$ cat src/rtl/bt_pkg.sv
package bt_pkg;

    localparam int unsigned BYTE_W    = 8;
    localparam int unsigned MAGIC_LEN = 8;
    localparam logic [MAGIC_LEN*BYTE_W-1:0] MAGIC_SEQ = 64'hDEAD_BEEF_CAFE_BABE;

    typedef logic [BYTE_W-1:0] byte_t;

    typedef struct packed {
        logic  valid;
        byte_t data;
    } wr_evt_t;

    typedef enum logic [2:0] {
        STEP_HOLD     = 3'd0,
        STEP_ADVANCE  = 3'd1,
        STEP_COMPLETE = 3'd2,
        STEP_RESTART  = 3'd3,
        STEP_ABORT    = 3'd4,
        STEP_EXIT     = 3'd5
    } step_t;

    // Decide what one cycle of input does to the matcher.
    function automatic step_t classify(
        input logic    exit_req,
        input logic    active,
        input wr_evt_t wr,
        input byte_t   exp_byte,
        input byte_t   first_byte,
        input logic    at_last
    );
        step_t s;
        if (exit_req) begin
            s = STEP_EXIT;
        end else if (active || !wr.valid) begin
            s = STEP_HOLD;
        end else if (wr.data == exp_byte) begin
            s = at_last ? STEP_COMPLETE : STEP_ADVANCE;
        end else if (wr.data == first_byte) begin
            s = STEP_RESTART;
        end else begin
            s = STEP_ABORT;
        end
        return s;
    endfunction

endpackage

$ cat src/rtl/bt_seq_rom.sv
module bt_seq_rom
    import bt_pkg::*;
#(
    parameter int unsigned SEQ_LEN = MAGIC_LEN,
    parameter logic [SEQ_LEN*BYTE_W-1:0] SEQ_VALUE = MAGIC_SEQ,
    localparam int unsigned IDX_W = $clog2(SEQ_LEN)
) (
    input  logic [IDX_W-1:0] pos,
    output byte_t            exp_byte,
    output byte_t            first_byte
);

    byte_t lut [SEQ_LEN];

    // Byte 0 of the sequence sits in the most significant byte lane.
    for (genvar g = 0; g < SEQ_LEN; g++) begin : g_lane
        assign lut[g] = SEQ_VALUE[(SEQ_LEN-1-g)*BYTE_W +: BYTE_W];
    end

    assign exp_byte   = lut[pos];
    assign first_byte = lut[0];

endmodule

$ cat src/rtl/bt_match_tracker.sv
module bt_match_tracker
    import bt_pkg::*;
#(
    parameter int unsigned SEQ_LEN = MAGIC_LEN,
    localparam int unsigned IDX_W = $clog2(SEQ_LEN)
) (
    input  logic             clk,
    input  logic             rst,
    input  wr_evt_t          wr,
    input  logic             exit_req,
    input  logic             active,
    input  byte_t            exp_byte,
    input  byte_t            first_byte,
    output logic [IDX_W-1:0] pos,
    output step_t            step
);

    localparam logic [IDX_W-1:0] LAST_POS = IDX_W'(SEQ_LEN - 1);

    always_comb begin
        step = classify(exit_req, active, wr, exp_byte, first_byte,
                        pos == LAST_POS);
    end

    always_ff @(posedge clk) begin
        if (rst) begin
            pos <= '0;
        end else begin
            case (step)
                STEP_ADVANCE: pos <= pos + IDX_W'(1);
                STEP_RESTART: pos <= IDX_W'(1);
                STEP_COMPLETE,
                STEP_ABORT,
                STEP_EXIT:    pos <= '0;
                default:      pos <= pos;
            endcase
        end
    end

endmodule

$ cat src/rtl/bt_mode_flag.sv
module bt_mode_flag
    import bt_pkg::*;
(
    input  logic  clk,
    input  logic  rst,
    input  step_t step,
    output logic  active
);

    always_ff @(posedge clk) begin
        if (rst) begin
            active <= 1'b0;
        end else if (step == STEP_EXIT) begin
            active <= 1'b0;
        end else if (step == STEP_COMPLETE) begin
            active <= 1'b1;
        end
    end

endmodule

$ cat src/rtl/bt_entry_detect.sv
module bt_entry_detect
    import bt_pkg::*;
#(
    parameter int unsigned SEQ_LEN = MAGIC_LEN,
    parameter logic [SEQ_LEN*BYTE_W-1:0] SEQ_VALUE = MAGIC_SEQ,
    localparam int unsigned IDX_W = $clog2(SEQ_LEN)
) (
    input  logic              clk,
    input  logic              rst,
    input  logic              trig_wr,
    input  logic [BYTE_W-1:0] trig_wdata,
    input  logic              exit_req,
    output logic [BYTE_W-1:0] trig_rdata,
    output logic              boot_active
);

    wr_evt_t          wr_evt;
    byte_t            exp_byte;
    byte_t            first_byte;
    logic [IDX_W-1:0] match_pos;
    step_t            step;

    assign wr_evt.valid = trig_wr;
    assign wr_evt.data  = trig_wdata;

    // The trigger register is write-only.
    assign trig_rdata = '0;

    bt_seq_rom #(
        .SEQ_LEN   (SEQ_LEN),
        .SEQ_VALUE (SEQ_VALUE)
    ) rom_i (
        .pos        (match_pos),
        .exp_byte   (exp_byte),
        .first_byte (first_byte)
    );

    bt_match_tracker #(
        .SEQ_LEN (SEQ_LEN)
    ) trk_i (
        .clk        (clk),
        .rst        (rst),
        .wr         (wr_evt),
        .exit_req   (exit_req),
        .active     (boot_active),
        .exp_byte   (exp_byte),
        .first_byte (first_byte),
        .pos        (match_pos),
        .step       (step)
    );

    bt_mode_flag flag_i (
        .clk    (clk),
        .rst    (rst),
        .step   (step),
        .active (boot_active)
    );

endmodule

$ cat config.mk
export PLATFORM = sky130hd
export DESIGN_NAME = bt_entry_detect
export DESIGN_NICKNAME = d
export VERILOG_FILES = /design/src/rtl/bt_pkg.sv /design/src/rtl/bt_seq_rom.sv /design/src/rtl/bt_match_tracker.sv /design/src/rtl/bt_mode_flag.sv /design/src/rtl/bt_entry_detect.sv
export SDC_FILE = /design/constraint.sdc
export NUM_CORES = 1
export LEC_CHECK = 0
export BUFFER_PORTS_ARGS = -buffer_cell sky130_fd_sc_hd__buf_2
export CAP_MARGIN = 20
export CORE_AREA = 2 2 39 41
export CTS_CLUSTER_DIAMETER = 200
export DETAILED_ROUTE_END_ITERATION = 16
export DIE_AREA = 0 0 41 43
export MAX_ROUTING_LAYER = met4
export PLACE_DENSITY_LB_ADDON = 0.12
export SYNTH_ARGS = -nofsm -noshare
export SYNTH_HDL_FRONTEND = slang
export SYNTH_SLANG_ARGS = --single-unit
$ cat constraint.sdc
create_clock -name clk -period 5.4 [get_ports clk]
set_input_delay 1.08 -clock clk [delete_from_list [all_inputs] [get_ports clk]]
set_output_delay 1.08 -clock clk [all_outputs]
set_load 0.05 [all_outputs]
Word-level counts from Yosys, hierarchy flattened
Memory sizes are Yosys's and may differ from the RTL's.
Cells that the tools add are included.
{"block": "word_totals", "memories": 1, "mem_bits_ro": 64, "in_bits": 12, "latchBits": 0, "ramBits": 0, "ff_bits": 4, "wordCells": 27}
{"block": "classes", "n_mux": 8, "add_sub_neg": 1, "mul": 0, "reduce_logical": 5, "n_lt_le_gt_ge": 1, "n_shift": 0, "eq_ne": 8, "div_mod_pow": 0, "bitwise": 1}
{"memory": "(no name shown)", "depth": 8, "width": 8, "read_ports": 1, "rd_ports_with_merged_regs": 0, "wr": 0, "line_no": "bt_seq_rom.sv:20", "rtl": "assign exp_byte = lut[pos];"}
{"operator": "8-bit two-way mux", "count": 2}
{"operator": "3-bit two-way mux", "count": 4}
{"operator": "3-bit == test, second input constant", "count": 3}
{"operator": "3-bit case mux with 3 select lines", "count": 1}
{"operator": "8-bit == test", "count": 1}
{"operator": "8-bit == test, second input constant", "count": 1}
{"operator": "3-bit by 2-bit == test with 1-bit output, second input constant", "count": 2}
{"operator": "4-bit >= comparator, second input constant", "count": 1}
{"operator": "3-bit inverter with 4-bit output", "count": 1}
{"operator": "3-bit by 1-bit adder with 3-bit output, second input constant", "count": 1}
{"operator": "3-bit by 1-bit == test with 1-bit output, second input constant", "count": 1}
{"operator": "3-bit nonzero test", "count": 1}
{"operator": "3-bit OR reduction", "count": 1}
{"operator": "2-bit two-way mux", "count": 1}
{"operator": "2-bit OR reduction", "count": 1}
{"operator": "1-bit logical NOT", "count": 1}
{"operator": "1-bit logical OR", "count": 1}

Longest topological paths before layout
Gate-level depths: netlist of run 1.
{"block": "logic_depth", "depth_word": 11, "ltp_mapped": 7, "mapped_depth_nobuf": 7}

Modules after synthesis
Synthesis of run 1 repeated with hierarchy kept, for this count alone.
{"block": "hier_totals", "hier_cells": 87, "hier_area_um2": 670.6}
{"module": "bt_match_tracker", "cells_per_inst": 50, "n_inst": 1, "area_per_inst_um2": 402.9}
{"module": "bt_seq_rom", "cells_per_inst": 22, "n_inst": 1, "area_per_inst_um2": 157.7}
{"module": "bt_entry_detect", "cells_per_inst": 9, "n_inst": 1, "area_per_inst_um2": 63.8}
{"module": "bt_mode_flag", "cells_per_inst": 6, "n_inst": 1, "area_per_inst_um2": 46.3}

Worst setup path after synthesis of run 1
Ideal clock, no wire load.
{"block": "synth_timing", "path_kind": "input to register", "start": "input trig_wdata[0]", "end": "register trk_i.pos[0]", "path_slack_ns": 3.236, "required_ns": 5.305, "t_arrival_ns": 2.069, "stages": 5, "path_cell_list": "nand2b_1 -> nand2b_1 -> a221o_1 -> or2_0 -> o311ai_1"}
{"block": "synth_via", "elab_chain_len": 8, "elab_cells_between_ends": 14, "cone_classes": "eq/ne (7); mux (5); reduce/logical (2)"}
{"element": "start: declaration", "line_no": "bt_entry_detect.sv:11", "rtl": "input logic [BYTE_W-1:0] trig_wdata,"}
{"element": "8-bit == test", "line_no": "bt_pkg.sv:39", "rtl": "end else if (wr.data == first_byte) begin"}
{"element": "3-bit two-way mux", "line_no": "bt_pkg.sv:39"}
{"element": "3-bit two-way mux *", "line_no": "bt_pkg.sv:37", "rtl": "end else if (wr.data == exp_byte) begin"}
{"element": "3-bit two-way mux *", "line_no": "bt_pkg.sv:35", "rtl": "end else if (active || !wr.valid) begin"}
{"element": "3-bit two-way mux *", "line_no": "bt_pkg.sv:33", "rtl": "if (exit_req) begin"}
{"element": "3-bit == test / 3-bit by 2-bit == test with 1-bit output (equally long branches)", "line_no": "bt_match_tracker.sv:29", "rtl": "case (step)"}
{"element": "3-bit OR reduction", "line_no": "bt_match_tracker.sv:29"}
{"element": "3-bit case mux with 3 select lines / 3-bit nonzero test (equally long branches)"}
{"element": "end signal: assignment", "line_no": "bt_match_tracker.sv:30", "rtl": "STEP_ADVANCE: pos <= pos + IDX_W'(1);"}
{"element": "end signal: assignment", "line_no": "bt_match_tracker.sv:35", "rtl": "default: pos <= pos;"}
{"element": "end: declaration", "line_no": "bt_match_tracker.sv:14", "rtl": "output logic [IDX_W-1:0] pos,"}
Mark *: on every way between the ends. The rest lies on a longest branch, timed or not.
A chain may end at the register's enable or synchronous reset.

Final worst setup path of run 1
{"block": "layout_timing", "start": "input trig_wdata[5]", "end": "register trk_i.pos[0]"}
Same word-level chain as after synthesis.

==> metrics, run 1 <==
via count=387; critical path's top delay family=compound AO/OA/AOI/OAI gates; final hold viol count=0; gr ovfl total=0; Syn. warnings=0; Post-synth EDFFs=0; GPL Wtd Cong=0.8014; I/O pin cnt=21; Hold WC Path Type=flip-flop to flip-flop; first-pass GRT wire length=1359 um; Seq cells post-synth=4; Buf+Inv Stages, Crit Path=1; CTS Sinks=4; ANT cells=0; routed len/inst=10.00 um; Non-Filler Instances=84; Final Util=0.3562; CP Cell Sequence=buf_2 -> xor2_1 -> o2111ai_1 -> a221o_1 -> or2_0 -> o311ai_1; CTS Buf Count=3; depth of the CTS H-tree=1; crit-path max FO=3; Cell variety after synth=25; largest net degree at the start of global routing=9; area of the core=1384 sq um; status=completed; Worst EP arrival=2.28 ns; Clock Path Buffers=2; XOR/XNOR Fraction of Synth Area=0.06195; top_reg_cell synth=dfxtp_1; Power Dens Cells=181.2 nW/um^2; post-CTS sizing=0; final worst-path cycle share=0.3960; largest family of logic cells by synthesized area=simple AND/OR/NAND/NOR gates; effective utilization at floorplan=0.3065; antenna viol nets, final=0; Synth top area share=0.1888; hold buffer count at cts=0; Setup Slack @ Placement=3.003 ns; antenna violations before repair=0; CTS tree=done; clock root buffer=clkbuf_4; Period minus WS final=2.138 ns; WHS=0.4898 ns; # setup viols final=0; die area=1763 sq um; Adder-Cell Fraction of Synth Area=0.1180; CP max stage delay=0.31 ns; worst-skew pair later-pin latency=0.23 ns; Mapped Cells=54; NumNets Final=86; mux cell area share after synthesis=0.02360; Crit. End Element=flip-flop; Reg clk slew, reported paths=0.04 ns; Setup TNS=0 ns; hpwl dp=706.1 um; Total GRT Usage=0.1155; WL final=840 um; die height=43 um; DIE WIDTH=41 um; sequential area share after synthesis=0.1888; vias per inst=4.607; DR DRC count=0; vias in the first global route=357; Sw Pwr=0.02958 mW; Sequential Power Share=0.333; Worst VDD drop=0.08354 mV; Post-Syn Area per Cell=7.855 sq um; Synth async-reset ratio=0; clk_skew=0.007042 ns; synthesis-to-layout area growth=16.22%; dpl cells=81; I/O Buffers=12; RSZ-0062 raised after global routing=no; Synth Area in Simple Gates=0.2124; DRT Pass-1 Iters=3; LEAKAGE=0.2144 nW; commonest cells in the netlist=buf_4 (8), dfxtp_1 (4), ha_1 (4), inv_1 (4), nand2_1 (4); Area contributors post-synth=dfxtp_1 (19%), buf_4 (14%), ha_1 (12%), xor2_1 (6.2%), a32o_1 (4.7%); clock share of power=0.413; Synth Cell Area=424.2 sq um; cell accounting for the most synthesized area=dfxtp_1; final slew viol count=0; top-count cell post-synth=buf_4; Synth Area in Compound Gates=0.2094; Slowest-stage cell, CP=a221o_1; PnR worst setup slack=3.262 ns; Fmax=467.6 MHz; Pint=0.05976 mW; ratio of cells with drive above 1 in the final layout=0.2353; CP Class=input pin to flip-flop; sw frac=0.3311; combinational group share of total power=0.254; crit path launch type=input pin; FP Rows=14; post-CTS setup buffers=0; max_cap viols=0; Iter 0 DRT Violations=3; Worst EP required=5.54 ns
[power groups by stage]
stage	clock network [mW]	logic, mW	registers, mW
floorplan	0	0.0212	0.0302
global placement	0	0.0227	0.0302
detailed placement	0	0.0226	0.0302
CTS	0.0393	0.0227	0.0297
global route	0.0417	0.0246	0.0297
finish	0.0369	0.0227	0.0297
[sequential cells by signal, summed over array words and instances (netlist names)]
signal / cells
trk_i.pos: 3
flag_i.active: 1
[routing by layer]
layer | part of all wire | global-route usage
met3 | 0.062 | 0.03141
met5 | 0 | -
met4 | 0 | 0.06000
met1 | 0.47 | 0.1489
met2 | 0.47 | 0.1594
[layout make-up]
cell class	count	area [sq um]
sequential	4	80.08
tap	16	20.02
clock buffer	3	22.52
timing repair buffer	12	60.06
multi-input combinational	45	295.3
inverter	4	15.01
fill	160	890.9
[worst paths after layout]
path | start | to | slack, ns | depth (start not counted)
worst min-delay path | flag_i.active$_SDFFE_PP0N_ | flag_i.active$_SDFFE_PP0N_ | 0.49 | 2
worst min register to register | flag_i.active$_SDFFE_PP0N_ | flag_i.active$_SDFFE_PP0N_ | 0.49 | 2
worst max register to register | trk_i.pos[0]$_SDFFE_PP0P_ | trk_i.pos[0]$_SDFFE_PP0P_ | 3.37 | 7
worst max-delay path | trig_wdata[5] | trk_i.pos[0]$_SDFFE_PP0P_ | 3.26 | 6
[placed cells by master (no fill, tap or decap), types with 2 or more instances in the layout]
master,n
buf_2,12
conb_1,8
dfxtp_1,4
o2111ai_1,2
a32o_1,2
o21ai_0,3
clkbuf_4,3
nand3_1,2
nand2b_1,2
xor2_1,3
nor2_1,3
ha_1,4
inv_1,4
nand2_1,4
[worst register-to-register path: stages (launching register included)]
cell       delay (ns)
dfxtp_1          0.46
inv_1            0.11
ha_1             0.25
xor2_1           0.16
o2111ai_1        0.14
a221o_1          0.31
or2_0            0.25
o311ai_1         0.26
[cell families after synthesis]
group	Yosys count
compound gates	12
mux	1
other cells	1
xor+xnor	3
flops	4
simple gates	17
fa+ha+maj	4
buf+inv	12
[metrics by stage]
step	area, sq um	total power [mW]
after global placement	470.5	0.05292
final	493.0	0.08934
after floorplan	450.4	0.05134
after global routing	493.0	0.09598
after detailed placement	470.5	0.05283
after CTS	493.0	0.09171
No activity file was read; power rests on OpenSTA's default activity.
==> inputs of run 2 (changes only) <==
clock period = 1.9 ns   (was 5.4 ns; I/O delays follow)
==> metrics, run 2 (synthesis gave the netlist of run 1 again) <==
antenna violations before repair=0 (unchanged); Worst VDD drop=0.2501 mV (+200%); Reg clk slew, reported paths=0.04 ns (about the same); WHS=0.4316 ns (-0.05826 ns); WL final=919 um (+9.4%); CTS Sinks=4 (unchanged); Clock Path Buffers=2 (unchanged); DRT Pass-1 Iters=5 (+2); most frequent cells in the layout=buf_2 (12), conb_1 (8), inv_1 (4), nand2_1 (4); CP Class=flip-flop to flip-flop; Hold WC Path Type=input pin to flip-flop; NumNets Final=88 (+2.3%); final hold viol count=0 (unchanged); area of the core=1384 sq um (unchanged); ratio of cells with drive above 1 in the final layout=0.3000 (+0.06471); status=completed; hold buffer count at cts=0 (unchanged); worst r2r path cells=7 (unchanged); met3 usage in global routing=0.04712 (+0.01571); GR Layer Usage met1=0.1581 (+0.009197); crit-path max FO=4 (+1); RSZ-0062 raised after global routing=no; final slew viol count=0 (unchanged); largest net degree at the start of global routing=8 (-1); clk_skew=0.007056 ns (+0.00001480 ns); vias per inst=4.767 (+3.5%); Final Util=0.3752 (+0.01899); die area=1763 sq um (unchanged); max reg flops=3 (unchanged); gr ovfl total=0 (unchanged); I/O Buffers=12 (unchanged); first-pass GRT wire length=1352 um (-0.52%); hpwl dp=729.1 um (+3.3%); vias in the first global route=342 (-4.2%); final worst-path cycle share=0.9105; met2 global-route usage=0.1563 (-0.003125); Fmax=578.1 MHz; Iter 0 DRT Violations=8 (+5); CTS tree=done; # setup viols final=0 (unchanged); clock root buffer=clkbuf_4; DR DRC count=0 (unchanged); die height=43 um (unchanged); via count=410 (+5.9%); worst-skew pair later-pin latency=0.24 ns (about the same); FP Rows=14 (unchanged); antenna viol nets, final=0 (unchanged); Worst EP required=2.04 ns (-3.50 ns); Worst EP arrival=1.87 ns (-0.41 ns); crit path launch type=flip-flop; DIE WIDTH=41 um (unchanged); depth of the CTS H-tree=1 (unchanged); CTS Buf Count=3 (unchanged); Period minus WS final=1.730 ns; routed len/inst=10.69 um (+6.9%); most common cell after layout, fill and taps aside=buf_2; Largest regs=trk_i.pos x3, flag_i.active x1; Power Dens Cells=493.4 nW/um^2 (+170%); Hold Crit Depth=3 (+1); max_cap viols=0 (unchanged); Crit. End Element=flip-flop; I/O pin cnt=21 (unchanged); Setup TNS=0 ns (unchanged); Biggest register=trk_i.pos; synthesis-to-layout area growth=22.42%; Total GRT Usage=0.1174 (+0.001941); GPL Wtd Cong=0.7494 (-6.5%); LEAKAGE=0.2265 nW (+5.6%); effective utilization at floorplan=0.3065 (unchanged); ANT cells=0 (unchanged); GR peak layer=met1
## run 2: cell types whose count changed in the layout (fill, tap and decap cells not counted), sizes merged
cell	delta
buf	+2
## run 2: worst max-delay path: stages, from the launching register on
cell and delay (ns):
dfxtp_2 0.32, inv_1 0.07, ha_2 0.20, xor2_1 0.15, o2111ai_1 0.14, a221o_1 0.30
or2_1 0.26, o311ai_2 0.21
## run 2: metrics by stage
stage | power (mW) | setup WS, ns | instances | instance area (sq um)
final | 0.2562 | 0.1701 | 86 | 519.2
after global routing | 0.2727 | 0.007093 | 86 | 519.2
after CTS | 0.2613 | 0.05100 | 86 | 508.0
after detailed placement | 0.1512 | 0.06322 | 83 | 485.5
after global placement | 0.1512 | 0.07595 | 83 | 485.5
after floorplan | 0.1459 | 0.09969 | 61 | 450.4
## run 2: per-layer routing
layer	share of wire	routed length (um)
met2	0.48	437
met4	0	0
met5	0	0
met3	0.069	63
met1	0.45	418
## run 2: what timing repair did
action                     4_1_cts  5_1_grt
setup buffers                    0        0
setup endpoints to repair        0        3
gates resized for setup          0        5
## run 2: power breakdown
part,leakage [nW],switching (mW),internal (mW)
Combinational,0.180,0.0508,0.0151
Sequential,0.0327,0.0000122,0.0844
Clock,0.0138,0.0352,0.0707
Total,0.226,0.0860,0.170
## run 2: layout make-up
class	instances	area, sq um
inverters	4	15.01
clock buffers	3	22.52
well taps	16	20.02
fillers	155	864.6
repair buffers	14	75.07
multi-input cells	45	305.3
flip-flops and latches	4	81.33
## run 2: path summary, 6_finish.rpt
check / endpoint / slack [ns] / start
max: trk_i.pos[0]$_SDFFE_PP0P_ / 0.17 / trk_i.pos[1]$_SDFFE_PP0P_
min reg2reg: trk_i.pos[1]$_SDFFE_PP0P_ / 0.49 / trk_i.pos[1]$_SDFFE_PP0P_
min: flag_i.active$_SDFFE_PP0N_ / 0.43 / trig_wr
max reg2reg: trk_i.pos[0]$_SDFFE_PP0P_ / 0.17 / trk_i.pos[1]$_SDFFE_PP0P_
==> inputs of run 3 (changes only) <==
PLACE_DENSITY = 0.69   (was default)
PLACE_DENSITY_LB_ADDON = default   (was 0.12)
RECOVER_POWER = 50   (was default)
==> metrics, run 3 (synthesis gave the netlist of run 1 again) <==
Setup TNS=0 ns (unchanged); CTS Buf Count=3 (unchanged); status=completed; ANT cells=0 (unchanged); I/O Buffers=12 (unchanged); Fmax=553.1 MHz (-4.3%); die height=43 um (unchanged); WL final=890 um (-3.2%); CTS tree=done; worst-skew pair later-pin latency=0.24 ns (about the same); max reg flops=3 (unchanged); Area after DPL=478.0 sq um (-1.5%); Power Dens Cells=512.5 nW/um^2 (+3.9%); final slew viol count=0 (unchanged); Filler Cell Count=157 (+1.3%); most frequent cells in the layout=buf_2 (11), conb_1 (8), inv_1 (4), nand2_1 (4); Period minus WS final=1.808 ns (+0.07811 ns); Hold WC Path Type=input pin to flip-flop; via count=402 (-2.0%); RSZ-0062 raised after global routing=no; clock root buffer=clkbuf_4; area of the multi-input gates=297.8 sq um (-2.5%); max_cap viols=0 (unchanged); I/O pin cnt=21 (unchanged); Crit. End Element=flip-flop; post-CTS setup buffers=0 (unchanged); crit-path max FO=3 (-1); ratio of cells with drive above 1 in the final layout=0.2609 (-0.03913); first-pass GRT wire length=1442 um (+6.7%); Biggest register=trk_i.pos; LEAKAGE=0.2149 nW (-5.1%); crit path launch type=flip-flop; final hold viol count=0 (unchanged); depth of the CTS H-tree=1 (unchanged); routed len/inst=10.47 um (-2.0%); die area=1763 sq um (unchanged); # setup viols final=0 (unchanged); GPL Wtd Cong=0.7664 (+2.3%); largest net degree at the start of global routing=8 (unchanged); Worst VDD drop=0.2427 mV (-2.9%); slew margin rel.=0.6110; CP Class=flip-flop to flip-flop; NumNets Final=87 (-1.1%); effective utilization at floorplan=0.3065 (unchanged); synthesis-to-layout area growth=18.58%; Iter 0 DRT Violations=8 (unchanged); Largest regs=trk_i.pos x3, flag_i.active x1; antenna viol nets, final=0 (unchanged); CTS Sinks=4 (unchanged); hpwl dp=707.5 um (-3.0%); Clock Path Buffers=2 (unchanged); DIE WIDTH=41 um (unchanged); Storage cell area=81.33 sq um (unchanged); Slew @ Worst Pin=0.5861 ns; hold buffer count at cts=0 (unchanged); area of the core=1384 sq um (unchanged); most common cell after layout, fill and taps aside=buf_2; final worst-path cycle share=0.9516 (+0.04111); vias per inst=4.729 (-0.80%); Worst EP arrival=1.94 ns (+0.07 ns); gr ovfl total=0 (unchanged); DRT Pass-1 Iters=4 (-1); Reg clk slew, reported paths=0.04 ns (about the same); Total GRT Usage=0.1254 (+0.007981); antenna violations before repair=0 (unchanged); DR DRC count=0 (unchanged); FP Rows=14 (unchanged); vias in the first global route=381 (+11%); fin area=503.0 sq um (-3.1%); Worst EP required=2.03 ns (about the same); clk_skew=0.002721 ns (-0.004335 ns)
run 3: final cells by class:
cell class	instances	area share
sequential	4	0.1617
tap	16	0.03980
inverter	4	0.02985
multi-input combinational	45	0.5920
timing repair buffer	13	0.1318
clock buffer	3	0.04478
run 3: layer usage:
| metal | vias up | share of wire | global-route usage |
|---|---|---|---|
| met3 | 2 | 0.066 | 0.03141 |
| met5 | - | 0 | - |
| met1 | 180 | 0.44 | 0.1410 |
| met4 | 0 | 0.0067 | 0.08000 |
| li1 | 205 | - | - |
| met2 | 15 | 0.49 | 0.1875 |
run 3: worst max-delay path, cell delays in order, from the launching register on:
cell and delay (ns):
dfxtp_1 0.32, inv_1 0.07, ha_2 0.20, xor2_1 0.16, o2111ai_1 0.15, a221o_1 0.31, or2_1 0.26, o311ai_1 0.25
run 3: per-stage QoR:
| stage | power (mW) | hold slack, ns | util | cells | setup slack, ns |
|---|---|---|---|---|---|
| floorplan | 0.1459 | 0.4891 | - | 61 | 0.09969 |
| global placement | 0.1500 | 0.4756 | 0.3454 | 82 | 0.06978 |
| detailed placement | 0.1502 | 0.4773 | 0.3454 | 82 | 0.003214 |
| CTS | 0.2624 | 0.4242 | 0.3626 | 85 | 0.01339 |
| global route | 0.2733 | 0.4399 | 0.3635 | 85 | 0.001469 |
| finish | 0.2578 | 0.4231 | 0.3635 | 85 | 0.09199 |
run 3: path summary, 6_finish.rpt:
path | end | slack, ns | cells past startpoint | startpoint
setup / recovery | trk_i.pos[0]$_SDFFE_PP0P_ | 0.09 | 7 | trk_i.pos[0]$_SDFFE_PP0P_
hold / removal | flag_i.active$_SDFFE_PP0N_ | 0.42 | 3 | trig_wr
setup reg to reg | trk_i.pos[0]$_SDFFE_PP0P_ | 0.09 | 7 | trk_i.pos[0]$_SDFFE_PP0P_
hold reg to reg | flag_i.active$_SDFFE_PP0N_ | 0.49 | 2 | flag_i.active$_SDFFE_PP0N_
run 3: timing repair:
item                       CTS  global route
gates resized for setup      1             2
hold endpoints to repair     0             0
setup endpoints to repair    1             1
pin swaps                    0             1
run 3: where the power goes:
group | total, mW | internal (mW) | switching [mW]
combinational | 0.0650 | 0.0148 | 0.0502
clock | 0.108 | 0.0709 | 0.0376
sequential | 0.0844 | 0.0843 | 0.0000138
